===== src/rtl/cdc_seq_pkg.sv =====
// Package: shared types and the conversion-time table for the sequencer.
// Assumes: the caller multiplies the millisecond value by its own clock rate.
package cdc_seq_pkg;

    typedef enum logic [2:0] {
        MD_IDLE    = 3'd0,
        MD_CONT    = 3'd1,
        MD_SINGLE  = 3'd2,
        MD_PDOWN   = 3'd3,
        MD_BAD_A   = 3'd4,
        MD_OFFCAL  = 3'd5,
        MD_GAINCAL = 3'd6,
        MD_BAD_B   = 3'd7
    } mode_e;

    typedef enum logic [1:0] {
        OP_NONE    = 2'd0,
        OP_CONV    = 2'd1,
        OP_OFFCAL  = 2'd2,
        OP_GAINCAL = 2'd3
    } op_e;

    localparam int unsigned MAX_MS = 60;

    // Conversion time in milliseconds for an oversampling code
    function automatic int unsigned osr_ms(input logic [1:0] code);
        case (code)
            2'd0:    return 5;
            2'd1:    return 20;
            2'd2:    return 50;
            default: return MAX_MS;
        endcase
    endfunction

endpackage


===== src/rtl/cdc_mode_dec.sv =====
// Module: decodes the stored mode code into the kind of cycle to run.
// Assumes: the code is held in a register by the caller; purely combinational.
module cdc_mode_dec
    import cdc_seq_pkg::*;
(
    input  logic [2:0] mode,
    output op_e        op,
    output logic       repeat_run,
    output logic       pd,
    output logic       err
);

    // Map each code to its operation; invalid codes act as idle
    always_comb begin
        op         = OP_NONE;
        repeat_run = 1'b0;
        pd         = 1'b0;
        err        = 1'b0;
        case (mode_e'(mode))
            MD_CONT:    begin op = OP_CONV; repeat_run = 1'b1; end
            MD_SINGLE:  op = OP_CONV;
            MD_OFFCAL:  op = OP_OFFCAL;
            MD_GAINCAL: op = OP_GAINCAL;
            MD_PDOWN:   pd = 1'b1;
            MD_BAD_A,
            MD_BAD_B:   err = 1'b1;
            default:    op = OP_NONE;
        endcase
    end

endmodule


===== src/rtl/cdc_conv_timer.sv =====
// Module: stands in for the modulator and filter by counting one conversion time.
// Assumes: clr wins over run; tick is raised in the last clock of a cycle.
module cdc_conv_timer
    import cdc_seq_pkg::*;
#(
    parameter int unsigned CLK_PER_MS = 1000
) (
    input  logic       clk,
    input  logic       rst_n,
    input  logic       clr,
    input  logic       run,
    input  logic [1:0] osr,
    output logic       tick
);

    localparam int unsigned MAX_CYC = MAX_MS * CLK_PER_MS;
    localparam int unsigned CW      = $clog2(MAX_CYC + 1);

    logic [CW-1:0] cnt;
    logic [CW-1:0] lim;

    // Cycle length for the selected oversampling code
    always_comb lim = CW'(osr_ms(osr) * CLK_PER_MS);

    // Last clock of the running cycle
    always_comb tick = run && (cnt == lim - CW'(1));

    // Elapsed-clock counter, gated when not running
    always_ff @(posedge clk) begin
        if (!rst_n || clr) cnt <= '0;
        else if (run)      cnt <= cnt + CW'(1);
    end

endmodule


===== src/rtl/cdc_chan_pick.sv =====
// Module: chooses the first, following and alternating channel from the enables.
// Assumes: channel 0 is the first channel; combinational only.
module cdc_chan_pick (
    input  logic [1:0] chen,
    input  logic       cur,
    output logic       first_ch,
    output logic       has_next,
    output logic       alt_ch
);

    // First enabled channel, in ascending order
    always_comb first_ch = chen[0] ? 1'b0 : 1'b1;

    // A one-pass run still has channel 1 to visit
    always_comb has_next = (cur == 1'b0) && chen[1];

    // Continuous mode: switch to the other channel if it is enabled
    always_comb alt_ch = chen[~cur] ? ~cur : cur;

endmodule


===== src/rtl/cdc_seq_ctrl.sv =====
// Module: converter mode and channel sequencer (top).
// Holds the mode and enable register, sequences cycles over the enabled
// channels, steers the multiplexer and excitation, and issues result strobes.
// Assumes: cfg_wr is a one-clock pulse; osr_sel stays stable during a cycle.
module cdc_seq_ctrl
    import cdc_seq_pkg::*;
#(
    parameter int unsigned CLK_PER_MS = 1000,
    parameter int unsigned NCH        = 2
) (
    input  logic           clk,
    input  logic           rst_n,
    input  logic           cfg_wr,
    input  logic [2:0]     cfg_mode,
    input  logic [NCH-1:0] cfg_chen,
    input  logic [1:0]     osr_sel,
    input  logic [NCH-1:0] rd_ack,
    output logic [2:0]     mode_rb,
    output logic           mode_err,
    output logic           pwr_dn,
    output logic           busy,
    output logic           mux_sel,
    output logic [NCH-1:0] exc_drv,
    output logic           cap_stb,
    output logic           off_upd,
    output logic           gain_upd,
    output logic           res_ch,
    output logic [NCH-1:0] data_rdy,
    output logic           done
);

    logic [2:0]     mode_q;
    logic [NCH-1:0] chen_q;
    logic           act_ch;
    op_e            op;
    logic           repeat_run;
    logic           tick;
    logic           first_ch;
    logic           has_next;
    logic           alt_ch;

    cdc_mode_dec u_dec (
        .mode       (mode_q),
        .op         (op),
        .repeat_run (repeat_run),
        .pd         (pwr_dn),
        .err        (mode_err)
    );

    cdc_conv_timer #(.CLK_PER_MS(CLK_PER_MS)) u_tmr (
        .clk   (clk),
        .rst_n (rst_n),
        .clr   (!busy || tick || cfg_wr),
        .run   (busy),
        .osr   (osr_sel),
        .tick  (tick)
    );

    cdc_chan_pick u_pick (
        .chen     (chen_q),
        .cur      (act_ch),
        .first_ch (first_ch),
        .has_next (has_next),
        .alt_ch   (alt_ch)
    );

    // Output steering for the shared input multiplexer and excitation
    always_comb begin
        mode_rb = mode_q;
        mux_sel = act_ch;
        exc_drv = '0;
        if (busy) exc_drv[act_ch] = 1'b1;
    end

    // Mode register, cycle sequencing, strobes and ready flags
    always_ff @(posedge clk) begin
        if (!rst_n) begin
            mode_q   <= MD_IDLE;
            chen_q   <= '0;
            busy     <= 1'b0;
            act_ch   <= 1'b0;
            done     <= 1'b0;
            cap_stb  <= 1'b0;
            off_upd  <= 1'b0;
            gain_upd <= 1'b0;
            res_ch   <= 1'b0;
            data_rdy <= '0;
        end else begin
            cap_stb  <= 1'b0;
            off_upd  <= 1'b0;
            gain_upd <= 1'b0;
            data_rdy <= data_rdy & ~rd_ack;
            if (cfg_wr) begin
                mode_q <= cfg_mode;
                chen_q <= cfg_chen;
                busy   <= 1'b0;
                done   <= 1'b0;
            end else if (!busy) begin
                if (op != OP_NONE) begin
                    if (chen_q != '0) begin
                        busy   <= 1'b1;
                        act_ch <= first_ch;
                    end else if (!repeat_run) begin
                        mode_q <= MD_IDLE;
                        done   <= 1'b1;
                    end
                end
            end else if (tick) begin
                res_ch <= act_ch;
                case (op)
                    OP_CONV: begin
                        cap_stb          <= 1'b1;
                        data_rdy[act_ch] <= 1'b1;
                    end
                    OP_OFFCAL:  off_upd  <= 1'b1;
                    OP_GAINCAL: gain_upd <= 1'b1;
                    default:    cap_stb  <= 1'b0;
                endcase
                if (repeat_run) begin
                    act_ch <= alt_ch;
                end else if (has_next) begin
                    act_ch <= 1'b1;
                end else begin
                    busy   <= 1'b0;
                    mode_q <= MD_IDLE;
                    done   <= 1'b1;
                end
            end
        end
    end

endmodule


===== config.mk =====
export PLATFORM = sky130hd
export DESIGN_NAME = cdc_seq_ctrl
export DESIGN_NICKNAME = d
export VERILOG_FILES = /design/src/rtl/cdc_seq_pkg.sv /design/src/rtl/cdc_mode_dec.sv /design/src/rtl/cdc_conv_timer.sv /design/src/rtl/cdc_chan_pick.sv /design/src/rtl/cdc_seq_ctrl.sv
export SDC_FILE = /design/constraint.sdc
export NUM_CORES = 1
export LEC_CHECK = 0
export ABC_CLOCK_PERIOD_IN_PS = 3840
export BUFFER_PORTS_ARGS = -buffer_cell sky130_fd_sc_hd__buf_2
export CAP_MARGIN = 20
export CORE_MARGIN = 2
export CORE_UTILIZATION = 45
export CTS_BUF_LIST = sky130_fd_sc_hd__clkbuf_8
export DETAILED_ROUTE_END_ITERATION = 6
export PLACE_DENSITY = 0.69
export SLEW_MARGIN = 20
export SYNTH_ARGS = -nofsm -noshare
export SYNTH_HDL_FRONTEND = slang
export SYNTH_SLANG_ARGS = --single-unit

===== constraint.sdc =====
create_clock -name clk -period 3.84 [get_ports clk]
set_input_delay 0.96 -clock clk [delete_from_list [all_inputs] [get_ports clk]]
set_output_delay 0.96 -clock clk [all_outputs]
set_load 0.1 [all_outputs]

* Word-level counts from Yosys, hierarchy flattened
Index checks and enable logic that the tools add are counted.
** Storage, ports and cells
- Input port bits :: 12
- Logic and storage cells :: 116
- Output and inout port bits :: 16
- Flip-flop bits (word level) :: 30
** Cells by class
- Reduce and logical (&&, ||, !) cells :: 22
- Multiplexer cells :: 46
- Bitwise operators :: 9
- Equal/unequal tests :: 22
- Multipliers :: 1
- $add $sub $neg :: 2
- $lt $le $gt $ge :: 3
** Operators by type and width (number)
- $mux W1 :: 30
- $mux W3 :: 8
- $pmux W6 S3 :: 1
- $add A16 B1 Y16 const B :: 1
- $eq A16 B16 Y1 :: 1
- $sub A16 B1 Y16 const B :: 1
- $mul A6 B7 Y13 const B :: 1
- $eq A3 B3 Y1 const B :: 4
- $mux W2 :: 5
- $reduce_and A5 Y1 :: 2
- $reduce_bool A2 Y1 :: 4
- $eq A2 B2 Y1 const B :: 3
- $eq A3 B2 Y1 const B :: 2
- $ne A2 B2 Y1 const B :: 3
- $ne A3 B2 Y1 const B :: 2
- $ne A3 B3 Y1 const B :: 2
- $not A1 Y1 :: 6
- $pmux W2 S3 :: 1
- $reduce_and A6 Y1 :: 1
- $reduce_or A2 Y1 :: 3
- $eq A2 B1 Y1 const B :: 2
- $lt A1 B2 Y1 const B :: 2
- $reduce_or A4 Y1 :: 1
- $eq A3 B1 Y1 const B :: 1
- 13 further kinds :: 18

* Longest topological paths before layout
- Depth after elaboration :: 9
- Mapped depth :: 14
- Depth with buffers taken out :: 12

* Hierarchy
Synthesis repeated with hierarchy kept, for this count alone.
** Second synthesis, totals
- Cell total of the unflattened synthesis :: 196
- Area total of the unflattened synthesis :: 1727.9 µm²
** By module, submodules not included
- cdc_conv_timer :: seq. area each 320.3 µm², area each 1052.3 µm², times used 1, cells each 123
- cdc_seq_ctrl :: seq. area each 280.3 µm², area each 595.6 µm², times used 1, cells each 62
- cdc_mode_dec :: seq. area each 0.0 µm², area each 55.1 µm², times used 1, cells each 8
- cdc_chan_pick :: seq. area each 0.0 µm², area each 25.0 µm², times used 1, cells each 3

* Worst setup path after synthesis
Ideal clock, no wire load.
- Path kind :: reg2out
- From :: reg mode_q[0], in the netlist mode_rb[0]
- To :: out pwr_dn
- Stages on the path, launching flop included :: 3
- Required time :: 2.880 ns
- Path buffers :: 0
- Slack :: -0.491 ns
- Arrival time :: 3.371 ns
- Path through :: dfxtp_1 inv_1 nor3_1
** On the way
- Longest elaborated chain between the ends :: 2
** RTL lines
- start, declared :: RTL line cdc_seq_ctrl.sv:32 : logic [2:0] mode_q;
- start signal, assigned :: RTL line cdc_seq_ctrl.sv:94 : mode_q <= cfg_mode;
- $eq A3 B2 Y1 :: RTL line cdc_mode_dec.sv:19 : case (mode_e'(mode))
- $mux W1 :: RTL line cdc_mode_dec.sv:19
- end, declared :: RTL line cdc_seq_ctrl.sv:20 : output logic pwr_dn,
No other way between the ends.

* Final worst setup path
- From :: in osr_sel[0]
- To :: reg data_rdy[1]
** On the way
- Longest elaborated chain between the ends :: 9
- Elaborated cells between the ends (all ways) :: 11
- Those cells by class :: 1 x add/sub; 1 x mul; 3 x eq/ne; 4 x mux; 2 x reduce/logical
** RTL lines
- start, declared :: RTL line cdc_seq_ctrl.sv:16 : input logic [1:0] osr_sel,
- $eq A2 B2 Y1 (tied with other cells) :: RTL line cdc_seq_pkg.sv:27 : case (code)
- $pmux W6 S3 * :: RTL line cdc_seq_pkg.sv:27
- $mul A6 B7 Y13 * :: RTL line cdc_conv_timer.sv:23 : always_comb lim = CW'(osr_ms(osr) * CLK_PER_MS);
- $sub A16 B1 Y16 * :: RTL line cdc_conv_timer.sv:26 : always_comb tick = run && (cnt == lim - CW'(1));
- $eq A16 B16 Y1 * :: RTL line cdc_conv_timer.sv:26
- $logic_and A1 B1 Y1 * :: RTL line cdc_conv_timer.sv:26
- $mux W2 * :: RTL line cdc_seq_ctrl.sv:108 : end else if (tick) begin
- $mux W2 * :: RTL line cdc_seq_ctrl.sv:98 : end else if (!busy) begin
- $mux W2 * :: RTL line cdc_seq_ctrl.sv:93 : if (cfg_wr) begin
- end signal, assigned :: RTL line cdc_seq_ctrl.sv:92 : data_rdy <= data_rdy & ~rd_ack;
- end, declared :: RTL line cdc_seq_ctrl.sv:28 : output logic [NCH-1:0] data_rdy,
Every way passes the cells marked *; elsewhere a longest branch is shown, timed or not.
A chain may end at the register's enable or synchronous reset.

==> impl_metrics.toml <==
[sta]
timing.fmax_ghz = 0.279
slew_headroom_pct = 60.8
drv_slew = 0
fin_worst_skew_ns = 0.00379
setup_viol = 0
rsz0062_at_grt = "false"
tightest_slew_ns = 0.583
period_needed_ns = 3.58
hold_violations = 0
period_share_pct = 93.3

[cts]
clk_pin_slew_ns = 0.06
cts_tree = "done"
cts_max_level = 2
cts_made_buffers = 5
cts.repair.resized = 0
worstSkewPairLatency_ns = 0.28
hold_buffers = 0
cts_root_buf = "clkbuf_8"
clk_path_buf_depth = 2
clock_sinks = 30
postCtsSetupBuffers = 0

[logic_synthesis]
yosysWarnings = 0
syn_avg_cell_area_um2 = 8.82
syn-num-nets = 215
yosysSeqAreaShare_pct = 34.8
ys_top_cells_by_area = "dfxtp_1 35%, nor2_1 6.5%, xor2_1 5.1%"
syn_inst = 196
ys_seq_elements = 30
synth_edf_count = 0
yosysUniqueCellTypes = 52
ys_dominant_reg_cell = "dfxtp_1"
async_flop_share_pct = 0
synthesis.area_um2 = 1730
synth_area_leader_cell = "dfxtp_1"
synth_top_area_share_pct = 34.8

[global_routing]
grt_usage_pct = 18.0
grt_max_degree = 19
first_global_vias = 1336
grt_pass1_wl_um = 6000
overflow = 0
antenna_found_initial = 0

[final_layout]
fin_util_pct = 56.0
final_cell_area_um2 = 2070
fillCellCount = 355
n_antenna_cell = 0
seqCellArea_um2 = 601
fin_nets = 252
drive_gt1_share_pct = 26.5
multi_input_area_um2 = 1050
syn_to_final_growth_pct = 19.6

[detailed_routing]
vias = 1452
drc_errors = 0
drtIter0Drc = 80
detail-route-antenna-nets = 0
first_pass_iters = 4
wl_per_cell_um = 12.2
wl_um = 3440
viasPerCell = 5.15

[floorplan]
initial_core_util_pct = 46.8
die_w_um = 66.0
die_y_um = 66.0
ios = 28
rows = 22
die-area_um2 = 4350
coreArea_um2 = 3690

[min_path]
min_from = "u_tmr.cnt[0]"
hold_path_class = "flip-flop to flip-flop"
holdPathEnd = "u_tmr.cnt[0]"
hold_path_depth = 1

[placed_design]
gp_congestion = 0.821
hpwl_um = 2550
portBuffers = 27
dpl_cell_area_um2 = 1980

[critical_path]
r2r_slack_ns = 1.96
cp_max_fo = 5
reg2regPathDepth = 6
start_kind = "input pin"
required_ns = 4.03
cp_top_family = "adder cells"
path_cells = "buf_2 -> or2b_4 -> inv_2 -> ha_1 -> and3_4 -> ha_1 -> nand2_1 -> fa_1 -> nand3b_4 -> xnor2_2 -> xnor2_2 -> or4_4 -> o31ai_1"
crit_type = "input pin to flip-flop"
cp-end-kind = "flip-flop"
cp_data_arrival_time_ns = 3.77
r2r-start = "u_tmr.cnt[0]"
slowest_delay_ns = 0.55
cp_num_buf_inv = 2
crit_slowest_cell = "fa_1"
r2r-end = "data_rdy[1]"

[status]
status = "completed"

[power]
p_per_area_nw_per_um2 = 339
peakVddDrop_mv = 0.189
finalPower_mw = 0.702
leakagePower_nw = 0.845

[job]
drv_cap = 0
## per-stage QoR
stage | std cells | TNS [ns] | worst slack [ns] | hold slack (ns)
2_1_floorplan | 196 | 0 | 0.0237 | 0.418
6_report | 282 | 0 | 0.256 | 0.445
5_1_grt | 282 | 0 | 0.129 | 0.485
3_3_place_gp | 274 | 0 | 0.0255 | 0.437
4_1_cts | 282 | 0 | 0.240 | 0.447
3_5_place_dp | 274 | -0.0801 | -0.0478 | 0.438
## layout make-up
class	instances	share of cell area [%]
multi-input combinational	148	51.0
timing repair buffer	36	10.4
sequential	30	29.1
clock inverter	2	0.424
clock buffer	6	4.00
tap	48	2.91
inverter	12	2.18
## how the worst max path moves through the flow
stage | to | depth (start not counted) | start
final | data_rdy[1] | 13 | osr_sel[0]
after global routing | data_rdy[1] | 13 | osr_sel[0]
after CTS | data_rdy[1] | 13 | osr_sel[0]
after detailed placement | data_rdy[1] | 13 | osr_sel[0]
after global placement | data_rdy[0] | 13 | osr_sel[0]
after floorplan | data_rdy[0] | 13 | osr_sel[1]
## logic make-up (layout without fill, tap and decap cells)
logic type,after synthesis,in the layout,synth area share (%)
simple gates,88,88,27.9
buf+inv,18,56,4.85
flops,30,30,34.8
compound gates,28,28,12.3
mux,4,4,2.32
fa+ha+maj,7,7,5.50
xor+xnor,21,21,12.4
## layer usage
layer	GRT usage, %	vias up	routed length, µm
met4	6.12	0	34
met5	0	-	0
li1	-	745	-
met3	5.11	5	224
met1	24.7	659	1730
met2	27.0	43	1450
## cell usage after synthesis, types with 4 or more instances
library cell and n:
nand2b_1 4, nor2_1 30, inv_1 11, nor3_1 5
dfxtp_1 30, nand3_1 4, xnor2_1 7, mux2i_1 4
ha_1 6, xor2_1 10, o22ai_1 4, a21oi_1 4
nand2_1 19
## registers in the layout, summed over array words and instances (netlist names)
| name | count |
|---|---|
| chen_q | 2 |
| mode_rb | 3 |
| done | 1 |
| res_ch | 1 |
| gain_upd | 1 |
| u_tmr.cnt | 16 |
| cap_stb | 1 |
| busy | 1 |
| off_upd | 1 |
| mux_sel | 1 |
| data_rdy | 2 |
## cell usage in the layout, fill, tap and decap left out, types with 4 or more instances in the layout
master / Yosys / routed
nand2_1: 19 / 19
ha_1: 6 / 6
o22ai_1: 4 / 4
nor3_1: 5 / 4
clkbuf_8: 0 / 6
buf_2: 1 / 27
xor2_1: 10 / 10
nor2_1: 30 / 30
dfxtp_1: 30 / 30
nand2b_1: 4 / 4
a21oi_1: 4 / 4
nand3_1: 4 / 4
xnor2_1: 7 / 7
mux2i_1: 4 / 4
buf_4: 0 / 8
inv_1: 11 / 11
## report_power, final
group	total [mW]	leakage, nW	switching (mW)	internal [mW]
clock	0.258	0.0524	0.116	0.142
sequential	0.323	0.243	0.00741	0.316
combinational	0.120	0.550	0.0782	0.0421
Note: power is estimated with default switching activity, not from simulation.
